[config.mk]
export PLATFORM = sky130hd
export DESIGN_NAME = snap_counter64
export DESIGN_NICKNAME = d
export VERILOG_FILES = /design/src/rtl/snap_cnt_pkg.sv /design/src/rtl/snap_cnt_run.sv /design/src/rtl/snap_cnt_ctrl.sv /design/src/rtl/snap_cnt_hold.sv /design/src/rtl/snap_counter64.sv
export SDC_FILE = /design/constraint.sdc
export NUM_CORES = 1
export LEC_CHECK = 0
export ABC_AREA = 1
export BUFFER_PORTS_ARGS = -buffer_cell sky130_fd_sc_hd__buf_2
export CAP_MARGIN = 20
export CORE_ASPECT_RATIO = 0.8
export CORE_MARGIN = 2
export CORE_UTILIZATION = 40
export CTS_BUF_LIST = sky130_fd_sc_hd__clkbuf_4
export CTS_CLUSTER_SIZE = 16
export DETAILED_ROUTE_END_ITERATION = 6
export HOLD_SLACK_MARGIN = 0.06
export PLACE_DENSITY = 0.53
export SLEW_MARGIN = 5
export SYNTH_ARGS = -nofsm -noshare
export SYNTH_HDL_FRONTEND = slang
export SYNTH_SLANG_ARGS = --single-unit
[constraint.sdc]
create_clock -name clk -period 3.65 [get_ports clk]
set_clock_uncertainty 0.15 [all_clocks]
set_input_delay 1.095 -clock clk [delete_from_list [all_inputs] [get_ports clk]]
set_output_delay 1.095 -clock clk [all_outputs]
set_load 0.02 [all_outputs]
[src/rtl/snap_cnt_pkg.sv]
package snap_cnt_pkg;
  localparam int LATCH_BIT  = 1;
  localparam int CLEAR_BIT  = 0;
  localparam int CTRL_ADDR  = 0;
  localparam int WORD0_ADDR = 1;
endpackage

[src/rtl/snap_cnt_run.sv]
module snap_cnt_run #(
  parameter int CNT_W = 64
) (
  input  logic             clk,
  input  logic             rst_n,
  input  logic             tick_en,
  output logic [CNT_W-1:0] cnt_q
);
  function automatic logic [CNT_W-1:0] advance(input logic [CNT_W-1:0] v,
                                                input logic en);
    return en ? v + CNT_W'(1) : v;
  endfunction

  always_ff @(posedge clk or negedge rst_n) begin
    if (!rst_n) cnt_q <= '0;
    else        cnt_q <= advance(cnt_q, tick_en);
  end
endmodule

[src/rtl/snap_cnt_ctrl.sv]
module snap_cnt_ctrl
  import snap_cnt_pkg::*;
#(
  parameter int DATA_W = 32
) (
  input  logic              clk,
  input  logic              rst_n,
  input  logic              ctrl_wr,
  input  logic [DATA_W-1:0] wdata,
  output logic [DATA_W-1:0] ctrl_q,
  output logic              latch_evt,
  output logic              clear_evt
);
  function automatic logic [DATA_W-1:0] strip_cmds(input logic [DATA_W-1:0] v);
    logic [DATA_W-1:0] r;
    r = v;
    r[LATCH_BIT] = 1'b0;
    r[CLEAR_BIT] = 1'b0;
    return r;
  endfunction

  assign latch_evt = ctrl_wr && wdata[LATCH_BIT];
  assign clear_evt = ctrl_wr && wdata[CLEAR_BIT];

  always_ff @(posedge clk or negedge rst_n) begin
    if (!rst_n)       ctrl_q <= '0;
    else if (ctrl_wr) ctrl_q <= strip_cmds(wdata);
  end
endmodule

[src/rtl/snap_cnt_hold.sv]
module snap_cnt_hold #(
  parameter int CNT_W  = 64,
  parameter int DATA_W = 32,
  localparam int NWORDS = CNT_W / DATA_W
) (
  input  logic              clk,
  input  logic              rst_n,
  input  logic              latch_evt,
  input  logic              clear_evt,
  input  logic [CNT_W-1:0]  cnt_q,
  input  logic [NWORDS-1:0] word_wr,
  input  logic [DATA_W-1:0] wdata,
  output logic [CNT_W-1:0]  snap_q
);
  // zero command wins over snapshot: snapshot first, then zero
  function automatic logic [DATA_W-1:0] next_word(input logic [DATA_W-1:0] cur,
                                                   input logic [DATA_W-1:0] live,
                                                   input logic [DATA_W-1:0] wd,
                                                   input logic lat, input logic clr,
                                                   input logic wr);
    if (clr)      return '0;
    else if (lat) return live;
    else if (wr)  return wd;
    else          return cur;
  endfunction

  for (genvar k = 0; k < NWORDS; k++) begin : g_word
    always_ff @(posedge clk or negedge rst_n) begin
      if (!rst_n) snap_q[k*DATA_W +: DATA_W] <= '0;
      else        snap_q[k*DATA_W +: DATA_W] <=
                    next_word(snap_q[k*DATA_W +: DATA_W], cnt_q[k*DATA_W +: DATA_W],
                              wdata, latch_evt, clear_evt, word_wr[k]);
    end
  end
endmodule

[src/rtl/snap_counter64.sv]
module snap_counter64
  import snap_cnt_pkg::*;
#(
  parameter int CNT_W  = 64,
  parameter int DATA_W = 32,
  parameter int ADDR_W = 2
) (
  input  logic              clk,
  input  logic              rst_n,
  input  logic              tick_en,
  input  logic              bus_wr,
  input  logic [ADDR_W-1:0] bus_addr,
  input  logic [DATA_W-1:0] bus_wdata,
  output logic [DATA_W-1:0] bus_rdata
);
  localparam int NWORDS = CNT_W / DATA_W;

  logic [CNT_W-1:0]  cnt_q;
  logic [CNT_W-1:0]  snap_q;
  logic [DATA_W-1:0] ctrl_q;
  logic              ctrl_wr;
  logic              latch_evt;
  logic              clear_evt;
  logic [NWORDS-1:0] word_wr;

  assign ctrl_wr = bus_wr && (bus_addr == ADDR_W'(CTRL_ADDR));

  for (genvar k = 0; k < NWORDS; k++) begin : g_dec
    assign word_wr[k] = bus_wr && (bus_addr == ADDR_W'(WORD0_ADDR + k));
  end

  snap_cnt_run #(.CNT_W(CNT_W)) u_run (
    .clk(clk), .rst_n(rst_n), .tick_en(tick_en), .cnt_q(cnt_q)
  );

  snap_cnt_ctrl #(.DATA_W(DATA_W)) u_ctrl (
    .clk(clk), .rst_n(rst_n), .ctrl_wr(ctrl_wr), .wdata(bus_wdata),
    .ctrl_q(ctrl_q), .latch_evt(latch_evt), .clear_evt(clear_evt)
  );

  snap_cnt_hold #(.CNT_W(CNT_W), .DATA_W(DATA_W)) u_hold (
    .clk(clk), .rst_n(rst_n), .latch_evt(latch_evt), .clear_evt(clear_evt),
    .cnt_q(cnt_q), .word_wr(word_wr), .wdata(bus_wdata), .snap_q(snap_q)
  );

  always_comb begin
    bus_rdata = '0;
    if (bus_addr == ADDR_W'(CTRL_ADDR)) bus_rdata = ctrl_q;
    for (int k = 0; k < NWORDS; k++) begin
      if (bus_addr == ADDR_W'(WORD0_ADDR + k)) bus_rdata = snap_q[k*DATA_W +: DATA_W];
    end
  end
endmodule

# --- Word-level counts from Yosys, hierarchy flattened ---
# Cells that the tools add are included.
classes:
  n_addsub: 1
  n_eq_ne: 2
  muxes: 9
  reduce_logical: 8
op_table:
  columns: ["operator", "count"]
  rows:
  - ["32-bit 2-to-1 mux", 9]
  - ["64-bit by 1-bit adder with 64-bit output, second input constant", 1]
  - ["3-bit nonzero test", 2]
  - ["1-bit logical AND", 5]
  - ["2-bit by 1-bit == test with 1-bit output, second input constant", 1]
  - ["2-bit == test, second input constant", 1]
  - ["2-bit logical NOT", 1]
totals:
  regBits: 158
  in_bits: 38
  word_cells: 24

# --- Longest topological paths before layout ---
logic_depth:
  ltp_word: 5
  mapped_depth: 11
  depth_no_buf: 11

# --- Hierarchy ---
# From an unflattened synthesis, not the netlist that was laid out.
hier_totals:
  hier_cells: 1241
  hier_area_um2: 9142.5
modules_own_cells:
  columns: ["module", "instances", "cells_each", "area_per_inst_um2", "seq_area_each_um2"]
  rows:
  - ["snap_cnt_run", 1, 500, 3769.9, 1601.5]
  - ["snap_cnt_hold", 1, 454, 3316.9, 1601.5]
  - ["snap_cnt_ctrl", 1, 135, 1243.7, 750.7]
  - ["snap_counter64", 1, 152, 812.0, 0.0]

# --- Worst setup path before layout ---
# No wires, ideal clock.
synth_timing:
  kind: "input to output"
  from: "in bus_addr[0]"
  to: "out bus_rdata[23]"
  t_arrival_ns: 1.913
  t_required_ns: 2.405
  slack_ns: 0.492
  cell_stages: 5
  path_cell_list: "inv_1 > nor2_1 > inv_1 > clkbuf_1 > o221ai_1"
synth_between:
  elab_chain_cells: 4
  elab_cells_between_ends: 6
  classes_between: "eq/ne (2); mux (3); reduce/logical (1)"
synth_rtl:
  columns: ["element", "line", "text"]
  rows:
  - ["start: declaration", "snap_counter64.sv:12", "input logic [ADDR_W-1:0] bus_addr,"]
  - ["2-bit logical NOT", "snap_counter64.sv:48", "if (bus_addr == ADDR_W'(CTRL_ADDR)) bus_rdata = ctrl_q;"]
  - ["32-bit 2-to-1 mux", "snap_counter64.sv:48", null]
  - ["32-bit 2-to-1 mux", "snap_counter64.sv:50", "if (bus_addr == ADDR_W'(WORD0_ADDR + k)) bus_rdata = snap_q[k*DATA_W +: DATA_W];"]
  - ["32-bit 2-to-1 mux *", "snap_counter64.sv:50", null]
  - ["end: declaration", "snap_counter64.sv:14", "output logic [DATA_W-1:0] bus_rdata"]
# Every way passes the cells marked *; elsewhere a longest branch is shown, timed or not.

# --- Worst setup path after layout ---
layout_timing:
  from: "in bus_addr[0]"
  to: "out bus_rdata[14]"
# Same word-level chain as after synthesis.

==> impl_metrics.py <==
metrics = {
    "status": {
        "outcome": "finished clean",
    },
    "pwr": {
        "p_comb_share_pct": 20.4,
        "cellPowerDensity_nw_per_um2": 424,
        "p_int_mw": 2.57,
        "sw_frac_of_total_pct": 36.6,
        "power_frac_clock_pct": 27.4,
        "ir_drop_mv": 0.311,
        "leakage_nw": 4.79,
        "power.total_mw": 4.06,
        "p_seq_share_pct": 52.2,
        "netSwitchingPower_mw": 1.49,
    },
    "clock_tree": {
        "clock-sinks": 158,
        "clock_path_buffers": 2,
        "numCtsBuffers": 17,
        "postCtsSetupRepairBufs": 0,
        "htreeDepth": 4,
        "post_cts_resized": 0,
        "root_buffer": "clkbuf_4",
        "clock_latency_ns": 0.60,
        "ctsHoldBuffers": 0,
        "cts_tree": "yes",
        "path_clk_slew_ns": 0.17,
    },
    "synthesis": {
        "synth.distinct_cells": 31,
        "ys.flop_type": "dfrtp_1",
        "synth.ff_latch_count": 158,
        "synth_edf_count": 0,
        "synth.area.top_cells": "dfrtp_1, nand2_1, nand3_1, inv_1, o21ai_0",
        "synth_largest_area_cell": "dfrtp_1",
        "syn_area_um2": 8610,
        "avgSynthCellArea_um2": 7.50,
        "synth_most_common_cell": "nand2_1",
        "synth_common_cells": "nand2_1, dfrtp_1, inv_1, nand3_1, o21ai_0",
        "ys_async_sr_fraction_pct": 100,
        "synth_seq_area_share_pct": 45.9,
        "ys_warn_count": 0,
        "syn-num-nets": 1187,
        "synthCells": 1148,
        "yosysTopAreaCellShare_pct": 45.9,
    },
    "layout": {
        "drive_gt1_share_pct": 12.5,
        "layout.nets": 1246,
        "stdcell_count": 1490,
        "area_growth_pct": 11.2,
        "utilization_pct": 45.8,
    },
    "route": {
        "vias": 7813,
        "drt_wl_total_um": 26700,
        "ant_nets": 0,
        "first_pass_iters": 5,
        "drc_errors": 0,
        "vias_per_cell": 5.24,
        "drt_iter0_drc": 731,
        "wl_per_cell_um": 17.9,
    },
    "sta": {
        "setup_violations": 0,
        "fmax_ghz": 0.299,
        "tns_ns": 0,
        "rsz0062_at_grt": "no",
        "maxSlewViolCount": 0,
        "finalCritPeriodShare_pct": 91.7,
        "finalCriticalPeriod_ns": 3.35,
        "tightest_slew_ns": 0.682,
        "relSlewSlack_pct": 54.5,
        "hold_violations": 0,
    },
    "global_routing": {
        "grt_antenna_before_repair": 2,
        "grt-ovfl-total": 0,
        "grt_start_max_net_pins": 71,
        "grt_pass1_wl_um": 42500,
        "grt_usage_pct": 24.5,
        "grt_pass1_vias": 7180,
    },
    "place": {
        "portBuffers": 69,
        "dp.cells": 1456,
        "hpwlAfterDp_um": 20200,
        "gp_congestion": 0.940,
    },
    "floorplanning": {
        "dieArea_um2": 22700,
        "coreArea_um2": 20900,
        "dieHeight_um": 135,
        "initial_core_util_pct": 41.2,
        "rows": 47,
        "die_w_um": 168,
        "io_pins": 70,
    },
    "worst_setup_path": {
        "critical_path.max_fanout": 19,
        "cp_top_family": "buffers and inverters",
        "crit_type": "in -> out",
        "crit_buf_inv": 5,
        "crit_path_top_delay_cell": "o221ai_1",
        "required_ns": 2.40,
        "worstPathArrival_ns": 2.10,
        "cp-start-kind": "primary input",
        "crit_path_cell_trace": "buf_2 > inv_1 > nor2_1 > inv_1 > buf_4 > o221ai_1 > buf_2",
        "end_kind": "primary output",
        "r2r_start": "u_run.cnt_q[1]",
        "rrSetupSlack_ns": 1.37,
        "r2r-end": "u_run.cnt_q[26]",
        "reg2reg_depth": 8,
        "max_stage_delay_ns": 0.23,
    },
    "hold_path": {
        "worstHoldPathType": "in -> async",
    },
    "job": {
        "max_cap_viol_count": 0,
    },
}
## state kept, by name, summed over array words and instances (netlist names)
register	cells
u_hold.snap_q	64
u_run.cnt_q	64
u_ctrl.ctrl_q	30
## cell families after synthesis
group / after synthesis / synth area share (%)
compound gates: 141 / 9.61
simple gates: 598 / 30.2
fa+ha+maj: 1 / 0.145
buf+inv: 204 / 9.45
flops: 158 / 45.9
xor+xnor: 46 / 4.68
## through the flow
step / setup WS [ns] / instance area (µm²) / hold WS, ns
floorplan: 0.492 / 8610 / 0.291
global placement: 0.364 / 9250 / 0.303
detailed placement: 0.305 / 9250 / 0.309
CTS: 0.300 / 9550 / 0.322
global route: 0.215 / 9570 / 0.320
finish: 0.303 / 9570 / 0.298
## final cells by class
class / count / area (µm²)
diodes: 1 / 2.50
clock buffers: 17 / 128
clock inverters: 15 / 170
fillers: 2191 / 11300
inverters: 158 / 596
multi-input cells: 786 / 3840
flip-flops and latches: 158 / 3950
well taps: 269 / 337
repair buffers: 86 / 542
## power by group through the flow
stage	combinational, mW	clock [mW]	sequential, mW
after floorplan	0.556	0	2.12
after global placement	0.819	0	2.15
after detailed placement	0.819	0	2.15
after CTS	0.825	1.14	2.12
after global routing	0.942	1.20	2.15
final	0.827	1.11	2.12
## layer usage
metal  up-vias  part of all wire [%]  GRT usage (%)
met4         2                   1.2           5.07
met2       252                    38           32.1
li1       3797                     -              -
met5         -                 0.049              0
met1      3734                    54           40.4
met3        28                   7.2           5.11
## worst max-delay path by stage
stage	start	end	slack [ns]	cells after the start
6_report	bus_addr[0]	bus_rdata[14]	0.30	7
5_1_grt	bus_addr[1]	bus_rdata[14]	0.22	7
4_1_cts	bus_addr[0]	bus_rdata[14]	0.30	7
3_5_place_dp	bus_addr[0]	bus_rdata[14]	0.30	7
3_3_place_gp	bus_addr[0]	bus_rdata[4]	0.36	7
2_1_floorplan	bus_addr[0]	bus_rdata[23]	0.49	5
## cell usage in the layout, fill, tap and decap left out, types with 5 or more instances in the layout
| cell | instances |
|---|---|
| buf_12 | 5 |
| buf_2 | 68 |
| buf_4 | 12 |
| clkbuf_4 | 17 |
| dfrtp_1 | 158 |
| inv_1 | 156 |
| inv_8 | 6 |
| nand2_1 | 330 |
| nand2_2 | 8 |
| nand3_1 | 118 |
| nand4_1 | 22 |
| nor2_1 | 87 |
| nor2_2 | 11 |
| nor2_4 | 6 |
| nor3_1 | 8 |
| o21ai_0 | 97 |
| o21ai_1 | 9 |
| o221ai_1 | 30 |
| xor2_1 | 45 |
Note: power is estimated with default switching activity, not from simulation.
